`config.mk`:
```
export PLATFORM = sky130hd
export DESIGN_NAME = rx_err_monitor
export DESIGN_NICKNAME = d
export VERILOG_FILES = /design/src/rtl/rx_err_pkg.sv /design/src/rtl/rx_lock_track.sv /design/src/rtl/rx_sample_flags.sv /design/src/rtl/rx_err_latch.sv /design/src/rtl/rx_err_monitor.sv
export SDC_FILE = /design/constraint.sdc
export NUM_CORES = 1
export LEC_CHECK = 0
export BUFFER_PORTS_ARGS = -buffer_cell sky130_fd_sc_hd__buf_2
export CAP_MARGIN = 20
export CORE_UTILIZATION = 50
export DETAILED_ROUTE_END_ITERATION = 10
export PLACE_DENSITY_LB_ADDON = 0.25
export SYNTH_ARGS = -nofsm -noshare
export SYNTH_HDL_FRONTEND = slang
export SYNTH_HIERARCHICAL = 1
export SYNTH_SLANG_ARGS = --single-unit
```
`constraint.sdc`:
```
create_clock -name clk -period 8.1 [get_ports clk]
set_input_delay 1.215 -clock clk [delete_from_list [all_inputs] [get_ports clk]]
set_output_delay 1.215 -clock clk [all_outputs]
set_load 0.05 [all_outputs]
```
`src/rtl/rx_err_pkg.sv`:
```
// Shared types for the receiver error monitor.
// Codes are ordered so that a numerically larger code is more serious.
package rx_err_pkg;

    typedef enum logic [2:0] {
        ERR_NONE    = 3'd0,
        ERR_VALID   = 3'd1,
        ERR_CONF    = 3'd2,
        ERR_SLIP    = 3'd3,
        ERR_CRC     = 3'd4,
        ERR_PARITY  = 3'd5,
        ERR_BIPHASE = 3'd6,
        ERR_NOLOCK  = 3'd7
    } err_code_e;

    localparam int ERR_W     = 3;
    localparam int ERR_COUNT = 8;

    // Larger of two codes, i.e. the more serious one.
    function automatic logic [ERR_W-1:0] code_max(input logic [ERR_W-1:0] a,
                                                  input logic [ERR_W-1:0] b);
        return (a > b) ? a : b;
    endfunction

endpackage

```
`src/rtl/rx_lock_track.sv`:
```
// Lock tracker.
// Gains lock when a block preamble arrives after ACQ_FRAMES frame preambles.
// While locked, every window of FRAME_TICKS+TICK_TOL bit ticks without any
// preamble is a miss; MISS_LIMIT consecutive misses drop lock.
// Assumes preamble strobes and bit_tick are single-cycle, synchronous pulses.
module rx_lock_track #(
    parameter int FRAME_TICKS = 64,
    parameter int TICK_TOL    = 4,
    parameter int ACQ_FRAMES  = 3,
    parameter int MISS_LIMIT  = 4
) (
    input  logic clk,
    input  logic rst_n,
    input  logic bit_tick,
    input  logic frame_pre,
    input  logic block_pre,
    output logic locked
);
    localparam int WIN = FRAME_TICKS + TICK_TOL;
    localparam int TW  = $clog2(WIN);
    localparam int AW  = $clog2(ACQ_FRAMES + 1);
    localparam int MW  = $clog2(MISS_LIMIT + 1);
    localparam logic [TW-1:0] T_LAST = TW'(WIN - 1);
    localparam logic [AW-1:0] A_FULL = AW'(ACQ_FRAMES);
    localparam logic [MW-1:0] M_LAST = MW'(MISS_LIMIT - 1);

    logic [TW-1:0] tick_cnt;
    logic [AW-1:0] acq_cnt;
    logic [MW-1:0] miss_cnt;
    logic          any_pre;
    logic          win_miss;

    assign any_pre  = frame_pre | block_pre;
    assign win_miss = !any_pre && bit_tick && (tick_cnt == T_LAST);

    // Window timer: bit ticks since the last preamble, restarting on expiry.
    always_ff @(posedge clk) begin
        if (!rst_n) begin
            tick_cnt <= '0;
        end else if (any_pre || win_miss) begin
            tick_cnt <= '0;
        end else if (bit_tick) begin
            tick_cnt <= tick_cnt + 1'b1;
        end
    end

    // Lock state: acquisition count while unlocked, miss count while locked.
    always_ff @(posedge clk) begin
        if (!rst_n) begin
            locked   <= 1'b0;
            acq_cnt  <= '0;
            miss_cnt <= '0;
        end else if (!locked) begin
            miss_cnt <= '0;
            if (block_pre) begin
                acq_cnt <= '0;
                if (acq_cnt >= A_FULL) locked <= 1'b1;
            end else if (frame_pre) begin
                if (acq_cnt < A_FULL) acq_cnt <= acq_cnt + 1'b1;
            end else if (win_miss) begin
                acq_cnt <= '0;
            end
        end else begin
            acq_cnt <= '0;
            if (any_pre) begin
                miss_cnt <= '0;
            end else if (win_miss) begin
                if (miss_cnt == M_LAST) begin
                    locked   <= 1'b0;
                    miss_cnt <= '0;
                end else begin
                    miss_cnt <= miss_cnt + 1'b1;
                end
            end
        end
    end


    lock_needs_block_chk: assert property (@(posedge clk) disable iff (!rst_n)
        (!locked && !block_pre) |=> !locked);


    lock_kept_on_pre_chk: assert property (@(posedge clk) disable iff (!rst_n)
        (locked && any_pre) |=> locked);


    timer_in_window_chk: assert property (@(posedge clk) disable iff (!rst_n)
        tick_cnt <= T_LAST);

endmodule

```
`src/rtl/rx_sample_flags.sv`:
```
// Per-subframe flags.
// Computes subframe parity, collects biphase violations between strobes and
// registers the error flag and validity-or-error flag on each strobe.
// Assumes sub_bits is stable and complete in the sub_valid cycle.
module rx_sample_flags #(
    parameter int SUB_W   = 28,
    parameter int VAL_POS = 24
) (
    input  logic             clk,
    input  logic             rst_n,
    input  logic             sub_valid,
    input  logic [SUB_W-1:0] sub_bits,
    input  logic             bip_viol,
    input  logic             locked,
    output logic             parity_bad,
    output logic             val_bit,
    output logic             err_flag,
    output logic             verr_flag
);
    logic bip_pend;
    logic sample_err;

    assign parity_bad = ^sub_bits;
    assign val_bit    = sub_bits[VAL_POS];
    assign sample_err = parity_bad | bip_pend | bip_viol | !locked;

    // Biphase violation memory, emptied on every subframe strobe.
    always_ff @(posedge clk) begin
        if (!rst_n) begin
            bip_pend <= 1'b0;
        end else if (sub_valid) begin
            bip_pend <= 1'b0;
        end else if (bip_viol) begin
            bip_pend <= 1'b1;
        end
    end

    // Flag registers, updated once per subframe.
    always_ff @(posedge clk) begin
        if (!rst_n) begin
            err_flag  <= 1'b0;
            verr_flag <= 1'b0;
        end else if (sub_valid) begin
            err_flag  <= sample_err;
            verr_flag <= sample_err | val_bit;
        end
    end


    verr_covers_err_chk: assert property (@(posedge clk) disable iff (!rst_n)
        err_flag |-> verr_flag);


    unlocked_sample_err_chk: assert property (@(posedge clk) disable iff (!rst_n)
        (sub_valid && !locked) |=> err_flag);


    flags_hold_chk: assert property (@(posedge clk) disable iff (!rst_n)
        !sub_valid |=> ($stable(err_flag) && $stable(verr_flag)));

endmodule

```
`src/rtl/rx_err_latch.sv`:
```
// Prioritised sticky error code.
// Encodes the events of the current cycle into one code, keeps the maximum
// since the last clear and clears after sel_hold has been high for more than
// CLR_HOLD edges. Events seen during the hold survive the clear.
// Assumes event inputs are synchronous single-cycle pulses or levels.
module rx_err_latch
    import rx_err_pkg::*;
#(
    parameter int CLR_HOLD = 8
) (
    input  logic             clk,
    input  logic             rst_n,
    input  logic             sel_hold,
    input  logic             sub_valid,
    input  logic             val_bit,
    input  logic             parity_bad,
    input  logic             conf_err,
    input  logic             slip_err,
    input  logic             crc_bad,
    input  logic             block_pre,
    input  logic             cs_pro,
    input  logic             bip_viol,
    input  logic             locked,
    output logic [ERR_W-1:0] err_code
);
    localparam int CW = $clog2(CLR_HOLD + 2);
    localparam logic [CW-1:0] C_FIRE = CW'(CLR_HOLD);
    localparam logic [CW-1:0] C_DONE = CW'(CLR_HOLD + 1);

    logic [ERR_COUNT-1:0] req;
    logic [ERR_W-1:0]     cand;
    logic [ERR_W-1:0]     win_code;
    logic [CW-1:0]        hold_cnt;
    logic                 clear_now;

    // Request vector, one bit per code.
    always_comb begin
        req              = '0;
        req[ERR_NONE]    = 1'b1;
        req[ERR_VALID]   = sub_valid & val_bit;
        req[ERR_CONF]    = conf_err;
        req[ERR_SLIP]    = slip_err;
        req[ERR_CRC]     = crc_bad & block_pre & cs_pro;
        req[ERR_PARITY]  = sub_valid & parity_bad;
        req[ERR_BIPHASE] = bip_viol;
        req[ERR_NOLOCK]  = !locked;
    end

    // Priority encoder: highest requesting code wins.
    always_comb begin
        cand = ERR_NONE;
        for (int i = 1; i < ERR_COUNT; i++) begin
            if (req[i]) cand = ERR_W'(i);
        end
    end

    assign clear_now = sel_hold && (hold_cnt == C_FIRE);

    // Hold timer: consecutive high edges of sel_hold, saturating after firing.
    always_ff @(posedge clk) begin
        if (!rst_n) begin
            hold_cnt <= '0;
        end else if (!sel_hold) begin
            hold_cnt <= '0;
        end else if (hold_cnt != C_DONE) begin
            hold_cnt <= hold_cnt + 1'b1;
        end
    end

    // Sticky code plus shadow of events arriving inside the hold window.
    always_ff @(posedge clk) begin
        if (!rst_n) begin
            err_code <= ERR_NONE;
            win_code <= ERR_NONE;
        end else if (clear_now) begin
            err_code <= code_max(win_code, cand);
            win_code <= ERR_NONE;
        end else begin
            err_code <= code_max(err_code, cand);
            if (sel_hold && hold_cnt < C_FIRE) win_code <= code_max(win_code, cand);
            else                               win_code <= ERR_NONE;
        end
    end


    code_monotonic_chk: assert property (@(posedge clk) disable iff (!rst_n)
        !clear_now |=> err_code >= $past(err_code));


    nolock_code_chk: assert property (@(posedge clk) disable iff (!rst_n)
        !locked |=> err_code == ERR_NOLOCK);


    clear_keeps_window_chk: assert property (@(posedge clk) disable iff (!rst_n)
        clear_now |=> err_code >= $past(win_code));


    short_hold_no_clear_chk: assert property (@(posedge clk) disable iff (!rst_n)
        (sel_hold && hold_cnt < C_FIRE) |=> err_code >= $past(err_code));

endmodule

```
`src/rtl/rx_err_monitor.sv`:
```
// Receiver error monitor top.
// Ties the lock tracker, the per-subframe flag unit and the sticky code latch.
// Assumes all inputs are synchronous to clk.
module rx_err_monitor
    import rx_err_pkg::*;
#(
    parameter int SUB_W       = 28,
    parameter int VAL_POS     = 24,
    parameter int FRAME_TICKS = 64,
    parameter int TICK_TOL    = 4,
    parameter int ACQ_FRAMES  = 3,
    parameter int MISS_LIMIT  = 4,
    parameter int CLR_HOLD    = 8
) (
    input  logic             clk,
    input  logic             rst_n,
    input  logic             sel_hold,
    input  logic             bit_tick,
    input  logic             frame_pre,
    input  logic             block_pre,
    input  logic             sub_valid,
    input  logic [SUB_W-1:0] sub_bits,
    input  logic             bip_viol,
    input  logic             conf_err,
    input  logic             slip_err,
    input  logic             crc_bad,
    input  logic             cs_pro,
    output logic [2:0]       err_code,
    output logic             err_flag,
    output logic             verr_flag,
    output logic             locked
);
    logic parity_bad;
    logic val_bit;

    rx_lock_track #(
        .FRAME_TICKS(FRAME_TICKS),
        .TICK_TOL   (TICK_TOL),
        .ACQ_FRAMES (ACQ_FRAMES),
        .MISS_LIMIT (MISS_LIMIT)
    ) u_lock (
        .clk      (clk),
        .rst_n    (rst_n),
        .bit_tick (bit_tick),
        .frame_pre(frame_pre),
        .block_pre(block_pre),
        .locked   (locked)
    );

    rx_sample_flags #(
        .SUB_W  (SUB_W),
        .VAL_POS(VAL_POS)
    ) u_flags (
        .clk       (clk),
        .rst_n     (rst_n),
        .sub_valid (sub_valid),
        .sub_bits  (sub_bits),
        .bip_viol  (bip_viol),
        .locked    (locked),
        .parity_bad(parity_bad),
        .val_bit   (val_bit),
        .err_flag  (err_flag),
        .verr_flag (verr_flag)
    );

    rx_err_latch #(
        .CLR_HOLD(CLR_HOLD)
    ) u_latch (
        .clk       (clk),
        .rst_n     (rst_n),
        .sel_hold  (sel_hold),
        .sub_valid (sub_valid),
        .val_bit   (val_bit),
        .parity_bad(parity_bad),
        .conf_err  (conf_err),
        .slip_err  (slip_err),
        .crc_bad   (crc_bad),
        .block_pre (block_pre),
        .cs_pro    (cs_pro),
        .bip_viol  (bip_viol),
        .locked    (locked),
        .err_code  (err_code)
    );


    reset_state_chk: assert property (@(posedge clk)
        !rst_n |=> (err_code == 3'd0 || !$past(!rst_n)) );

endmodule

```
==> metrics.txt, run 1 <==
outcome=finished clean; CP endpoint kind=flop; placed wire-length estimate=2.48 mm; Final Max Slew Viols=0; Post-DRT Antenna Nets=0; syn_area_per_cell=9.37 µm²; fin crit period=3.91 ns; Setup crit end=u_latch/err_code[1]; n_diodes=0; drt total wl=3.17 mm; worst setup path start=sub_bits[26]; CTS hold repair buffers=0; largest net degree at the start of global routing=16; Clock Tree Buf Depth=2; total track usage=0.179; first-pass GRT wire length=4.97 mm; DP Cell Count=269; Root Driver=clkbuf_4; RSZ-0062 raised after global routing=no; Die Y=60.4 µm; clk sinks=26; H-tree depth=1; fin crit share=0.483; Layout Area Growth over Synthesis=18.9%; row count=20; post-synthesis xor/xnor area fraction=0.180; wire per inst=11.6 µm; Worst-path clk slew=0.14 ns; largest family of logic cells by synthesized area=simple AND/OR/NAND/NOR gates; Synth top area share=0.305; R2R Setup Slk=5.76 ns; fraction of layout cells with a size suffix above 1=0.275; Hold/Removal Path Class=reg -> reg; # fillers=284; Finished Layout Cells=273; Worst setup SP type=input pin; dominant cell type by area after synthesis=dfxtp_1; Fmax=256 MHz; setup bufs post-CTS=0; TritonCTS clock tree=yes; post-synthesis sequential area ratio=0.305; synth top area cells=dfxtp_1 (31%), xnor2_1 (11%), ha_1 (8.8%); Post-Syn Area=0.00171 mm²; Net count, final=282; final setup fails=0; VDD IR-drop max=0.101 mV; Slew @ Worst Pin=0.735 ns; R2R Path End=u_latch/err_code[1]; clock latency on the worst-skew pair=0.33 ns; vias in the first global route=1209; CP max FO=8; CTS Buf Count=3; Critical R2R Launch=u_lock/locked; Hold Vio Cnt, Final=0; maxcap violations=0; Core Area=0.00315 mm²; worst r2r path cells=9; Synth cell types=47; Design Area, Final=0.00203 mm²; GRT Residual Overflow=0; Iteration-0 DRC Markers=51; Die W=60.4 µm; WHS=0.457 ns; port bufs=45; Cell Area, Placed=0.00197 mm²; post-cts repair resize count=0; Synth Flop Type=dfxtp_1; Rel. slew slack=0.503; Post-Synthesis Net Count=234; Synth Area in Adders=0.0880; post-synthesis compound-gate area fraction=0.134; I/O Pins=46; DR vias/cell=5.23; Cells after Synth=182; via count=1428; Critical Path AT=4.13 ns; mux cell area share after synthesis=0.0448; pwr/cell area=154 mW/mm²; Final GP Congestion=0.769; CP Class=in -> reg; Seq cells post-synth=26; starting density of the core=0.541; Synth Area in Simple Gates=0.224; clk_skew=0.00299 ns; yosys warns=6; die area=0.00365 mm²; Async S/R FF share, synth=0; initial antenna violation count=0; number of synthesized flops with an enable pin=0; Worst EP required=8.32 ns; Leak Pwr=0.870 nW; drt drc=0; setup TNS=0 ns; DR pass1 iterations=4
-- metrics by stage --
stage | power (mW) | utilization | worst slack [ns]
2_1_floorplan | 0.203 | - | 4.28
6_report | 0.312 | 0.643 | 4.19
4_1_cts | 0.315 | 0.643 | 4.21
3_3_place_gp | 0.223 | 0.626 | 3.92
5_1_grt | 0.331 | 0.643 | 4.02
3_5_place_dp | 0.224 | 0.626 | 3.88
-- worst min path at each step --
| stage | slack (ns) | cells after the start | start | to |
|---|---|---|---|---|
| CTS | 0.46 | 2 | u_lock/miss_cnt[2] | u_lock/miss_cnt[2] |
| global placement | 0.43 | 2 | u_lock/miss_cnt[2] | u_lock/miss_cnt[2] |
| detailed placement | 0.44 | 2 | u_lock/miss_cnt[2] | u_lock/miss_cnt[2] |
| floorplan | 0.42 | 2 | u_lock/miss_cnt[2] | u_lock/miss_cnt[2] |
| finish | 0.46 | 2 | u_lock/miss_cnt[2] | u_lock/miss_cnt[2] |
| global route | 0.51 | 2 | u_lock/miss_cnt[1] | u_lock/miss_cnt[1] |
-- layer usage --
layer	global-route usage	routed length, µm	share of wire	vias to the layer above
li1	-	-	-	740
met1	0.210	1450	0.46	645
met2	0.322	1490	0.47	39
met3	0.0448	194	0.061	4
met4	0.0498	31	0.0098	0
met5	0	0	0	-
-- registers in the layout, indices dropped and copies added (netlist names) --
name               count
u_flags/verr_flag      1
u_flags/bip_pend       1
u_flags/err_flag       1
u_latch/win_code       3
u_lock/miss_cnt        3
u_lock/acq_cnt         2
u_lock/tick_cnt        7
u_latch/err_code       3
u_latch/hold_cnt       4
u_lock/locked          1
-- power breakdown --
group	internal, mW	switching, mW	total, mW
registers	0.132	0.00270	0.135
clock network	0.0501	0.0406	0.0907
logic	0.0448	0.0421	0.0870
total	0.227	0.0855	0.312
-- placed cells by master, fill, tap and decap left out, types with 6 or more instances in the layout --
cell / count
dfxtp_1: 26
o21ai_0: 8
nor2_1: 14
xnor2_1: 22
ha_1: 12
a21oi_1: 6
xor2_1: 6
buf_2: 45
inv_1: 8
nand2_1: 17
nand3_1: 8
-- cells in the mapped netlist, drive strengths merged, types with 2 or more instances --
cell type / instances
a21oi: 6
a41oi: 2
and4b: 2
dfxtp: 26
ha: 12
inv: 8
mux2: 2
mux2i: 5
nand2: 17
nand2b: 3
nand3: 9
nand4: 2
nand4b: 3
nor2: 14
nor2b: 2
nor3: 4
nor3b: 4
o21ai: 9
o221ai: 2
or3: 2
xnor2: 23
xnor3: 2
xor2: 6
-- critical path, stage by stage --
cell and delay, ns:
buf_2 0.11, xnor2_1 0.19, xnor2_1 0.15, xnor3_1 0.41
xnor3_1 0.27, inv_1 0.05, nand2_1 0.10, o211ai_1 0.09
nand2_1 0.09, inv_1 0.08, ha_1 0.29, nor2b_1 0.13
o21a_1 0.19, o21ai_4 0.25, mux2i_1 0.34, o221ai_1 0.17
-- cell families after synthesis --
kind of cell | count (synthesis)
simple gates | 67
xor+xnor | 31
compound gates | 29
flops | 26
fa+ha+maj | 12
buf+inv | 10
mux | 7
-- cell type report --
| cell class | instances | area (µm²) | area share |
|---|---|---|---|
| clock buffers | 3 | 22.5 | 0.0111 |
| clock inverters | 1 | 30.0 | 0.0148 |
| inverters | 8 | 30.0 | 0.0148 |
| multi-input cells | 146 | 1140 | 0.564 |
| flip-flops and latches | 26 | 520 | 0.257 |
| well taps | 44 | 55.1 | 0.0272 |
| repair buffers | 45 | 225 | 0.111 |
Power figures use the tool's default switching activity.
==> run 2: changes to the inputs <==
--- a/config.mk
+++ b/config.mk
@@ -7,7 +7,7 @@
 export LEC_CHECK = 0
 export BUFFER_PORTS_ARGS = -buffer_cell sky130_fd_sc_hd__buf_2
 export CAP_MARGIN = 20
-export CORE_UTILIZATION = 50
+export CORE_UTILIZATION = 47
 export DETAILED_ROUTE_END_ITERATION = 10
 export PLACE_DENSITY_LB_ADDON = 0.25
 export SYNTH_ARGS = -nofsm -noshare
==> constraint.sdc (replaced) <==
create_clock -name clk -period 3.4 [get_ports clk]
set_input_delay 0.51 -clock clk [delete_from_list [all_inputs] [get_ports clk]]
set_output_delay 0.51 -clock clk [all_outputs]
set_load 0.05 [all_outputs]
==> run 2 against run 1 <==
Net effect: design area decreased by 0.25%; critical path type unchanged; core utilization decreased by 5.1 points; power increased by 120%; register-to-register slack got worse by 4.7 ns; setup slack got worse by 3.9 ns; routed wire length increased by 2.2%; flip-flop and latch count unchanged; largest power group unchanged; non-clock buffer count increased by 3; largest cell class unchanged; final cell count increased by 1.5%; critical path depth unchanged.
==> metrics.txt, run 2 (synthesis gave the netlist of run 1 again) <==
outcome=finished clean; Pwr Total=683 µW (+120%); CP max FO=8 (unchanged); Leak Pwr=0.869 nW (-0.10%); CTS Buf Count=3 (unchanged); Die Y=62.2 µm (+3.0%); Largest register FFs=7 (unchanged); first-pass GRT wire length=5.49 mm (+10%); GRT Residual Overflow=0 (unchanged); worst r2r path cells=9 (unchanged); Core Area=0.00342 mm² (+8.3%); Finished Layout Cells=277 (+1.5%); Rel. slew slack=0.548 (+0.0444); Hold Vio Cnt, Final=0 (unchanged); Cell Area, Placed=0.00200 mm² (+1.3%); vias in the first global route=1265 (+4.6%); Layout Area Growth over Synthesis=18.6%; Critical Path AT=3.32 ns (-0.81 ns); clock latency on the worst-skew pair=0.31 ns (-0.02 ns); Clock Tree Buf Depth=2 (unchanged); RSZ-0062 raised after global routing=no; drt total wl=3.24 mm (+2.2%); VDD IR-drop max=0.244 mV (+140%); commonest non-fill, non-tap cells in the layout=buf_2 (45), dfxtp_1 (26), xnor2_1 (22); hold worst-path end=u_flags/bip_pend; placed wire-length estimate=2.56 mm (+3.1%); DP Cell Count=274 (+1.9%); final setup fails=0 (unchanged); H-tree depth=1 (unchanged); largest net degree at the start of global routing=14 (-2); Die W=62.2 µm (+3.0%); fin crit share=0.916; Hold/Removal Path Class=in -> reg; leading registers by flop count=u_lock/tick_cnt: 7 flops, u_latch/hold_cnt: 4 flops; n_diodes=0 (unchanged); maxcap violations=0 (unchanged); Net count, final=285 (+1.1%); initial antenna violation count=0 (unchanged); fraction of layout cells with a size suffix above 1=0.281 (+0.00628); Worst setup SP type=input pin; drt drc=0 (unchanged); Final Max Slew Viols=0 (unchanged); TritonCTS clock tree=yes; CP Class=in -> reg; die area=0.00387 mm² (+6.2%); Root Driver=clkbuf_4; port bufs=45 (unchanged); I/O Pins=46 (unchanged); DR pass1 iterations=6 (+2); Iteration-0 DRC Markers=49 (-3.9%); Worst-path clk slew=0.14 ns (about the same); R2R Path End=u_latch/err_code[1]; starting density of the core=0.499 (-0.0416); R2R Setup Slk=1.09 ns (-4.67 ns); largest register by flop count=u_lock/tick_cnt; Final GP Congestion=0.780 (+1.5%); Critical R2R Launch=u_lock/locked; total track usage=0.171 (-0.00777); Slew @ Worst Pin=0.669 ns (-0.0658 ns); CTS hold repair buffers=0 (unchanged); Fmax=321 MHz; fin crit period=3.12 ns; DR vias/cell=5.25 (+0.35%); hold path startpoint=sub_valid; Worst EP required=3.61 ns (-4.71 ns); pwr/cell area=338 mW/mm² (+120%); row count=21 (+5.0%); via count=1454 (+1.8%); setup bufs post-CTS=0 (unchanged); Post-DRT Antenna Nets=0 (unchanged); Hold Path Cell Cnt=2 (unchanged); commonest non-fill, non-tap cell in the layout=buf_2; wire per inst=11.7 µm (+0.74%); CP endpoint kind=flop; clk sinks=26 (unchanged); clk_skew=0.00477 ns (+0.00177 ns); post-cts repair resize count=0 (unchanged); Design Area, Final=0.00202 mm² (-0.25%)
## run 2: final cells by class
| cell class | count | area (µm²) |
|---|---|---|
| timing repair buffer | 48 | 248 |
| tap | 46 | 57.6 |
| sequential | 26 | 520 |
| clock buffer | 3 | 22.5 |
| multi-input combinational | 146 | 1140 |
| fill | 318 | 1390 |
| inverter | 8 | 30.0 |
## run 2: per-stage QoR
| stage | utilization | hold slack [ns] | setup slack (ns) | setup TNS (ns) |
|---|---|---|---|---|
| 6_report | 0.592 | 0.435 | 0.285 | 0 |
| 5_1_grt | 0.592 | 0.431 | 0.0594 | 0 |
| 3_5_place_dp | 0.585 | 0.435 | -0.0336 | -0.0336 |
| 2_1_floorplan | - | 0.420 | 0.290 | 0 |
| 4_1_cts | 0.592 | 0.420 | 0.309 | 0 |
| 3_3_place_gp | 0.585 | 0.439 | 0.0861 | 0 |
## run 2: worst max path at each step
stage | slack [ns] | from | depth (start not counted) | end
6_report | 0.28 | sub_bits[24] | 16 | u_latch/err_code[1]
2_1_floorplan | 0.29 | sub_bits[24] | 13 | u_latch/err_code[2]
3_3_place_gp | 0.09 | sub_bits[24] | 16 | u_latch/err_code[1]
3_5_place_dp | -0.03 | sub_bits[24] | 16 | u_latch/err_code[1]
5_1_grt | 0.06 | sub_bits[24] | 16 | u_latch/err_code[1]
4_1_cts | 0.31 | sub_bits[24] | 16 | u_latch/err_code[1]
## run 2: critical path, cell delays in order
cell and delay (ns):
buf_2 0.12, xnor2_1 0.19, xnor2_1 0.15, xnor3_1 0.41, xnor3_1 0.23, inv_1 0.04, nand2_1 0.10, o211ai_1 0.09
nand2_1 0.10, inv_1 0.07, ha_1 0.29, nor2b_1 0.13, o21a_1 0.19, o21ai_4 0.25, mux2i_1 0.30, o221ai_1 0.15
## run 2: routing by layer
layer,track usage,part of all wire,vias to the layer above
li1,-,-,748
met1,0.230,0.49,662
met2,0.290,0.46,40
met3,0.0221,0.050,4
met4,0.0436,0.0083,0
met5,0,0,-
## run 2: report_power, final
part	total [mW]	switching [mW]	internal [mW]
registers	0.320	0.00643	0.314
logic	0.234	0.107	0.127
clock network	0.129	0.0878	0.0415
total	0.683	0.201	0.482
